<file path="src/rtl/dispHolderPkg.sv">
package dispHolderPkg;

  typedef enum logic [1:0] {
    REQ_NONE = 2'd0,
    REQ_SET  = 2'd1,
    REQ_WR   = 2'd2,
    REQ_RD   = 2'd3
  } reqKindT;

  typedef enum logic [1:0] {
    ST_IDLE   = 2'd0,
    ST_COMMIT = 2'd1,
    ST_FILL   = 2'd2
  } portStateT;

  // strobes from control to datapath
  typedef struct packed {
    logic setAddr;
    logic loadHost;
    logic outHolder;
    logic memRead;
    logic commit;
    logic fillHolder;
    logic incAddr;
  } dpStrobeT;

endpackage

</file>
<file path="src/rtl/dispHolderCtrl.sv">
module dispHolderCtrl
  import dispHolderPkg::*;
#(
  parameter int PW = 8
) (
  input  logic          clk,
  input  logic          rstN,
  input  logic          addrSetEn,
  input  logic          wrEn,
  input  logic          rdEn,
  input  logic [PW-1:0] hostPayload,
  output dpStrobeT      strobe,
  output logic [PW-1:0] curPayload,
  output logic          acceptFree
);

  portStateT stateQ, stateD;
  reqKindT   hostKind, curKind;
  reqKindT   slotKindQ;
  logic [PW-1:0] slotPayloadQ;
  logic      slotValidQ;
  logic      hostValid;

  // priority: address load, then write, then read
  always_comb begin
    if (addrSetEn)  hostKind = REQ_SET;
    else if (wrEn)  hostKind = REQ_WR;
    else if (rdEn)  hostKind = REQ_RD;
    else            hostKind = REQ_NONE;
  end

  assign hostValid  = (hostKind != REQ_NONE);
  assign curKind    = slotValidQ ? slotKindQ : hostKind;
  assign curPayload = slotValidQ ? slotPayloadQ : hostPayload;
  assign acceptFree = (stateQ == ST_IDLE) && !slotValidQ;

  always_comb begin
    strobe = '0;
    stateD = stateQ;
    unique case (stateQ)
      ST_IDLE: begin
        unique case (curKind)
          REQ_SET: strobe.setAddr = 1'b1;
          REQ_WR: begin
            strobe.loadHost = 1'b1;
            stateD          = ST_COMMIT;
          end
          REQ_RD: begin
            strobe.outHolder = 1'b1;
            strobe.memRead   = 1'b1;
            stateD           = ST_FILL;
          end
          default: ;
        endcase
      end
      ST_COMMIT: begin
        strobe.commit  = 1'b1;
        strobe.incAddr = 1'b1;
        stateD         = ST_IDLE;
      end
      ST_FILL: begin
        strobe.fillHolder = 1'b1;
        strobe.incAddr    = 1'b1;
        stateD            = ST_IDLE;
      end
      default: stateD = ST_IDLE;
    endcase
  end

  always_ff @(posedge clk) begin
    if (!rstN) begin
      stateQ <= ST_IDLE;
    end else begin
      stateQ <= stateD;
    end
  end

  // one-entry deferral slot
  always_ff @(posedge clk) begin
    if (!rstN) begin
      slotValidQ   <= 1'b0;
      slotKindQ    <= REQ_NONE;
      slotPayloadQ <= '0;
    end else if (stateQ != ST_IDLE) begin
      if (hostValid) begin
        slotValidQ   <= 1'b1;
        slotKindQ    <= hostKind;
        slotPayloadQ <= hostPayload;
      end
    end else if (slotValidQ) begin
      slotValidQ   <= hostValid;
      slotKindQ    <= hostKind;
      slotPayloadQ <= hostPayload;
    end
  end

endmodule

</file>
<file path="src/rtl/dispHolderDp.sv">
module dispHolderDp
  import dispHolderPkg::*;
#(
  parameter int AW = 8,
  parameter int DW = 8,
  parameter int PW = 8
) (
  input  logic          clk,
  input  logic          rstN,
  input  dpStrobeT      strobe,
  input  logic [PW-1:0] payload,
  output logic [DW-1:0] rdData,
  output logic [DW-1:0] holderQ,
  output logic [DW-1:0] memQ,
  output logic          memEn,
  output logic          memWe,
  output logic [AW-1:0] memAddr,
  output logic [DW-1:0] memWdata
);

  localparam int MEM_DEPTH = 1 << AW;

  logic [AW-1:0] addrQ;
  logic [DW-1:0] memArr [MEM_DEPTH];

  always_ff @(posedge clk) begin
    if (!rstN) begin
      addrQ <= '0;
    end else if (strobe.setAddr) begin
      addrQ <= payload[AW-1:0];
    end else if (strobe.incAddr) begin
      addrQ <= addrQ + 1'b1;
    end
  end

  always_ff @(posedge clk) begin
    if (!rstN) begin
      holderQ <= '0;
    end else if (strobe.loadHost) begin
      holderQ <= payload[DW-1:0];
    end else if (strobe.fillHolder) begin
      holderQ <= memQ;
    end
  end

  always_ff @(posedge clk) begin
    if (!rstN) begin
      rdData <= '0;
    end else if (strobe.outHolder) begin
      rdData <= holderQ;
    end
  end

  // single-port synchronous array
  always_ff @(posedge clk) begin
    if (strobe.commit) begin
      memArr[addrQ] <= holderQ;
    end
    if (strobe.memRead) begin
      memQ <= memArr[addrQ];
    end
  end

  assign memEn    = strobe.commit | strobe.memRead;
  assign memWe    = strobe.commit;
  assign memAddr  = addrQ;
  assign memWdata = holderQ;

endmodule

</file>
<file path="src/rtl/dispHolderBus.sv">
module dispHolderBus
  import dispHolderPkg::*;
#(
  parameter int AW = 8,
  parameter int DW = 8
) (
  input  logic          clk,
  input  logic          rstN,
  input  logic          addrSetEn,
  input  logic [AW-1:0] addrIn,
  input  logic          wrEn,
  input  logic          rdEn,
  input  logic [DW-1:0] dataIn,
  output logic [DW-1:0] rdData,
  output logic          memEn,
  output logic          memWe,
  output logic [AW-1:0] memAddr,
  output logic [DW-1:0] memWdata
);

  localparam int PW = (AW > DW) ? AW : DW;

  dpStrobeT      strobe;
  logic [PW-1:0] hostPayload;
  logic [PW-1:0] curPayload;
  logic          acceptFree;
  logic [DW-1:0] holderQ;
  logic [DW-1:0] memQ;

  assign hostPayload = addrSetEn ? PW'(addrIn) : PW'(dataIn);

  dispHolderCtrl #(.PW(PW)) uCtrl (
    .clk        (clk),
    .rstN       (rstN),
    .addrSetEn  (addrSetEn),
    .wrEn       (wrEn),
    .rdEn       (rdEn),
    .hostPayload(hostPayload),
    .strobe     (strobe),
    .curPayload (curPayload),
    .acceptFree (acceptFree)
  );

  dispHolderDp #(.AW(AW), .DW(DW), .PW(PW)) uDp (
    .clk     (clk),
    .rstN    (rstN),
    .strobe  (strobe),
    .payload (curPayload),
    .rdData  (rdData),
    .holderQ (holderQ),
    .memQ    (memQ),
    .memEn   (memEn),
    .memWe   (memWe),
    .memAddr (memAddr),
    .memWdata(memWdata)
  );

endmodule

</file>
<file path="config.mk">
export PLATFORM = sky130hd
export DESIGN_NAME = dispHolderBus
export DESIGN_NICKNAME = d
export VERILOG_FILES = /design/src/rtl/dispHolderPkg.sv /design/src/rtl/dispHolderCtrl.sv /design/src/rtl/dispHolderDp.sv /design/src/rtl/dispHolderBus.sv
export SDC_FILE = /design/constraint.sdc
export NUM_CORES = 2
export LEC_CHECK = 0
export BUFFER_PORTS_ARGS = -buffer_cell sky130_fd_sc_hd__buf_2
export CAP_MARGIN = 20
export CELL_PAD_IN_SITES_DETAIL_PLACEMENT = 0
export CELL_PAD_IN_SITES_GLOBAL_PLACEMENT = 1
export CORE_UTILIZATION = 56
export CTS_CLUSTER_DIAMETER = 200
export DETAILED_ROUTE_END_ITERATION = 8
export GPL_TIMING_DRIVEN = 0
export PLACE_DENSITY = 0.76
export SLEW_MARGIN = 20
export SYNTH_ARGS = -nofsm -noshare
export SYNTH_HDL_FRONTEND = slang
export SYNTH_SLANG_ARGS = --single-unit
</file>
<file path="constraint.sdc">
create_clock -name clk -period 5.25 [get_ports clk]
set_input_delay 0.525 -clock clk [delete_from_list [all_inputs] [get_ports clk]]
set_output_delay 0.525 -clock clk [all_outputs]
set_load 0.01 [all_outputs]
</file>
[Yosys cells after proc, flatten, opt, wreduce, memory -nomap -nowiden]
Memories as Yosys holds them, arrays and structs flattened. A register that Yosys moved wholly into a read port is not among the register bits.
Cells that the tools add are included.
Storage, ports and cells
  memories kept: 1
  RAM bits: 2048
  output and inout bits: 26
  word-level logic and storage cells: 55
  bits in registers: 37
  bits in read-only memories: 0
  input bits: 21
  latch bits: 0
Operators by class
  multipliers: 0
  add/subtract/negate cells: 1
  order comparisons: 0
  div/mod/pow operators: 0
  shift-type cells: 0
  bitwise gates (word level): 1
  multiplexer cells: 29
  reductions and logical operators: 10
  equal/unequal tests: 6
Memories
  uDp.memArr: depth 256, width 8, rd ports 1, clocked after memory_dff 1, write ports 1, line dispHolderDp.sv:24  | logic [DW-1:0] memArr [MEM_DEPTH];
Operator list (count)
  8-bit two-way mux: 9
  2-bit two-way mux: 8
  2-bit nonzero test: 6
  1-bit two-way mux: 10
  8-bit by 1-bit adder with 8-bit output (second input constant): 1
  2-bit equality test (second input constant): 3
  2-bit by 1-bit equality test with 1-bit output (second input constant): 2
  4-bit two-way mux: 1
  2-bit one-hot mux with 2 select lines: 1
  2-bit AND reduction: 2
  2-bit logical NOT: 1
  2-bit by 1-bit inequality test with 1-bit output (second input constant): 1
  2-bit OR reduction: 1
  1-bit bitwise OR: 1

[Logic depth before layout (Yosys ltp)]
  word-level depth: 8
  mapped depth: 9
  gate-level depth less buffers: 6

[Cells and area by module]
From an unflattened synthesis, not the netlist that was laid out.
Second synthesis, totals
  cell total of the unflattened synthesis: 3778
  area total of the unflattened synthesis: 80576.0 um^2
By module, submodules not included
  dispHolderDp: cells an instance 3684, instances 1, sequential area each 62219.7 um^2, area an instance 79673.9 um^2
  dispHolderCtrl: cells an instance 85, instances 1, sequential area each 260.2 um^2, area an instance 770.7 um^2
  dispHolderBus: cells an instance 9, instances 1, sequential area each 0.0 um^2, area an instance 131.4 um^2

[Worst setup path before layout]
Ideal clock, no wire load.
  path kind: reg2reg
  start point: register uDp.holderQ[0]
  end point: memory uDp.memArr[0][0] (data pin)
  required time: 4.378 ns
  setup time: 0.872 ns
  slack: 0.902 ns
  stages on the path, launching flop included: 1
  arrival: 3.476 ns
  period minus slack after synthesis: 4.348 ns
  path buffers: 0
  cells stage by stage: dfxtp_1
RTL lines
  start, declared: line dispHolderDp.sv:13  | output logic [DW-1:0] holderQ,
  start signal, assigned: line dispHolderDp.sv:40  | holderQ <= payload[DW-1:0];
  start signal, assigned: line dispHolderDp.sv:42  | holderQ <= memQ;
  end, declared: line dispHolderDp.sv:24
No word-level cell before the write port.

==> impl_metrics.env <==
export IMPL_drive_above_1_share=0.238
export IMPL_dp_hpwl_microns=145000
export IMPL_drv_cap=0
export IMPL_yosys_area_top_type="edfxtp_1"
export IMPL_antenna_found_initial=6
export IMPL_synth_top_cells_by_area="edfxtp_1 77%, mux4_2 14%, a22oi_1 2.4%"
export IMPL_clock_sinks=2093
export IMPL_slew_headroom=0.0982
export IMPL_power_density_nw_per_um2=444
export IMPL_dp_cells=5742
export IMPL_dieArea_sq_um=145000
export IMPL_fmax_ghz=0.185
export IMPL_rsz0062_at_grt="false"
export IMPL_hold_viol_final=0
export IMPL_io_buffers=44
export IMPL_status="finished with violations"
export IMPL_vias_per_cell=6.66
export IMPL_synth_net_count=3789
export IMPL_drtIter0Drc=5973
export IMPL_synth_common_cells="2056 x edfxtp_1, 512 x mux4_2, 266 x nor2_1, 257 x a22oi_1, 163 x clkbuf_1"
export IMPL_die_x_microns=381
export IMPL_hold_class="in -> reg"
export IMPL_vias=40800
export IMPL_place_congestion=1.07
export IMPL_grt_pass1_wl_microns=299000
export IMPL_ctsHoldBuffers=0
export IMPL_yosys_warnings=0
export IMPL_cp_common_cell="clkbuf_1"
export IMPL_critical_path_required_ns=5.73
export IMPL_ios=47
export IMPL_synth_cell_types=43
export IMPL_drtPass1Iterations=8
export IMPL_htreeDepth=4
export IMPL_clock_path_buffers=3
export IMPL_setup_viol=4
export IMPL_wl_per_cell_microns=34.8
export IMPL_die_h_microns=381
export IMPL_mappedNetlistArea_sq_um=80400
export IMPL_setup_ws_ns=-0.169
export IMPL_num_rows=138
export IMPL_ys_seq_area_frac=0.778
export IMPL_crit_buf_inv=3
export IMPL_cts_root_buf="clkbuf_16"
export IMPL_drc=0
export IMPL_crit_type="reg -> reg"
export IMPL_synthMostInstantiatedCell="edfxtp_1"
export IMPL_cp_arrival_ns=5.90
export IMPL_ys_ff_latch=2093
export IMPL_worst_pin_slew_ns=1.34
export IMPL_slew_violations=0
export IMPL_cts_tree="done"
export IMPL_violations="setup timing"
export IMPL_cp_slowest_cell="o41ai_1"
export IMPL_clk_pin_slew_ns=0.06
export IMPL_start_util=0.566
export IMPL_worstSetupEndpointType="register"
export IMPL_post_cts_buffers=0
export IMPL_synth_edf_count=2056
export IMPL_cts_repair_resized=0
export IMPL_clock_latency_ns=0.85
export IMPL_core_area_sq_um=142000
export IMPL_stdcell_count=6128
export IMPL_synth_main_ff_cell="edfxtp_1"
export IMPL_numCtsBuffers=202
export IMPL_synth_top_area_share=0.768
export IMPL_grt_overflow=0
export IMPL_routed_wl_microns=214000
export IMPL_crit_fanout=10
export IMPL_start_kind="register"
export IMPL_p_leak_uw=0.0281
export IMPL_finClkSkew_ns=0.0433
export IMPL_syn_inst=3761
export IMPL_grt_max_degree=77
export IMPL_cp_cell_sequence="buf_2 -> clkbuf_1 -> clkbuf_1 -> mux4_2 -> a22oi_1 -> a21oi_1 -> o41ai_1 -> nand4_1"
export IMPL_fin_area_sq_um=90600
export IMPL_area_growth_pct=12.8
export IMPL_place_area_sq_um=84200
export IMPL_final_antenna_net_count=0
export IMPL_fin_crit_sh=1.03
export IMPL_grt_pass1_vias=39900
export IMPL_max_vdd_ir_drop_uv=329
export IMPL_track_usage=0.297
export IMPL_syn_area_per_cell_sq_um=21.4
export IMPL_synthArstFlopShare=0
export IMPL_layout_nets=4085
export IMPL_period_minus_slack_ns=5.42
export IMPL_max_stage_delay_ns=1.19
export IMPL_critical_path_top_delay_family="buffers and inverters"
==> placed cells by master (no fill, tap or decap), drive strengths merged, types with 20 or more instances in the layout <==
cell	instances
clkbuf	405
nand3	25
a22oi	257
o41ai	32
clkinv	107
dfxtp	37
mux4	512
nand2	70
buf	175
mux2i	26
nor2b	20
edfxtp	2056
a21oi	129
nor2	267
==> final cells by class <==
class	count	area (sq um)
flip-flops and latches	2093	62500
fillers	9633	51300
multi-input cells	1416	16800
clock buffers	242	5250
well taps	1890	2360
repair buffers	92	1370
clock inverters	139	1180
plain buffers	246	1100
inverters	6	22.5
diodes	4	10.0
==> flip-flops by register name, indices dropped and copies added (netlist names) <==
signal              count
uCtrl.slotKindQ         2
uCtrl.slotPayloadQ      8
uCtrl.slotValidQ        1
uCtrl.stateQ            2
uDp.holderQ             8
uDp.memAddr             8
uDp.memArr           2048
uDp.memQ                8
uDp.rdData              8
==> where the power goes <==
group	internal [uW]	total, uW	switching (uW)
Clock	7940	14200	6240
Sequential	19000	19100	193
Combinational	2570	6930	4360
Total	29500	40300	10800
==> per-layer routing <==
metal  GRT usage  part of all wire  vias to the layer above
met5           0           0.00016                        -
met4       0.119             0.046                        4
met3      0.0738              0.11                      406
met2       0.446              0.46                     2392
met1       0.423              0.38                    21500
li1            -                 -                    16500
==> worst register-to-register path: cells and delay by family, from the launching register on <==
kind	cells	cell delay (ns)
AOI/OAI and AO/OA	3	1.80
and+or+nand+nor	1	0.30
buffers and inverters	3	2.06
DFF	1	0.48
muxes	1	0.44
==> worst paths after layout <==
kind         cells past startpoint                     to  slack (ns)                   from
min                              2         uDp.holderQ[1]        0.09                   rstN
max reg2reg                      8            uDp.memQ[2]       -0.17         uDp.memAddr[1]
min reg2reg                      1  uCtrl.slotPayloadQ[4]        0.50  uCtrl.slotPayloadQ[4]
max                              8            uDp.memQ[2]       -0.17         uDp.memAddr[1]
==> logic make-up after synthesis <==
group | count (synthesis) | share of synthesized area
xor gates and xnor gates | 6 | 0.000654
and+or+nand+nor | 415 | 0.0214
AOI/OAI and AO/OA | 448 | 0.0386
buffers and inverters | 252 | 0.0136
adders and majority gates | 8 | 0.00121
muxes | 539 | 0.147
DFF | 2093 | 0.778
==> stage by stage <==
stage               power, uW  TNS [ns]  worst slack [ns]   util  hold slack, ns
global route            41200         0            0.0316  0.638          0.0943
CTS                     40300         0            0.0353  0.638          0.0596
finish                  40300    -0.445            -0.169  0.639          0.0861
global placement        26500  -7194.37             -3.44  0.584           0.474
floorplan               23700         0             0.902      -           0.467
detailed placement      26300         0            0.0647  0.593           0.483
No activity file was read; power rests on OpenSTA's default activity.
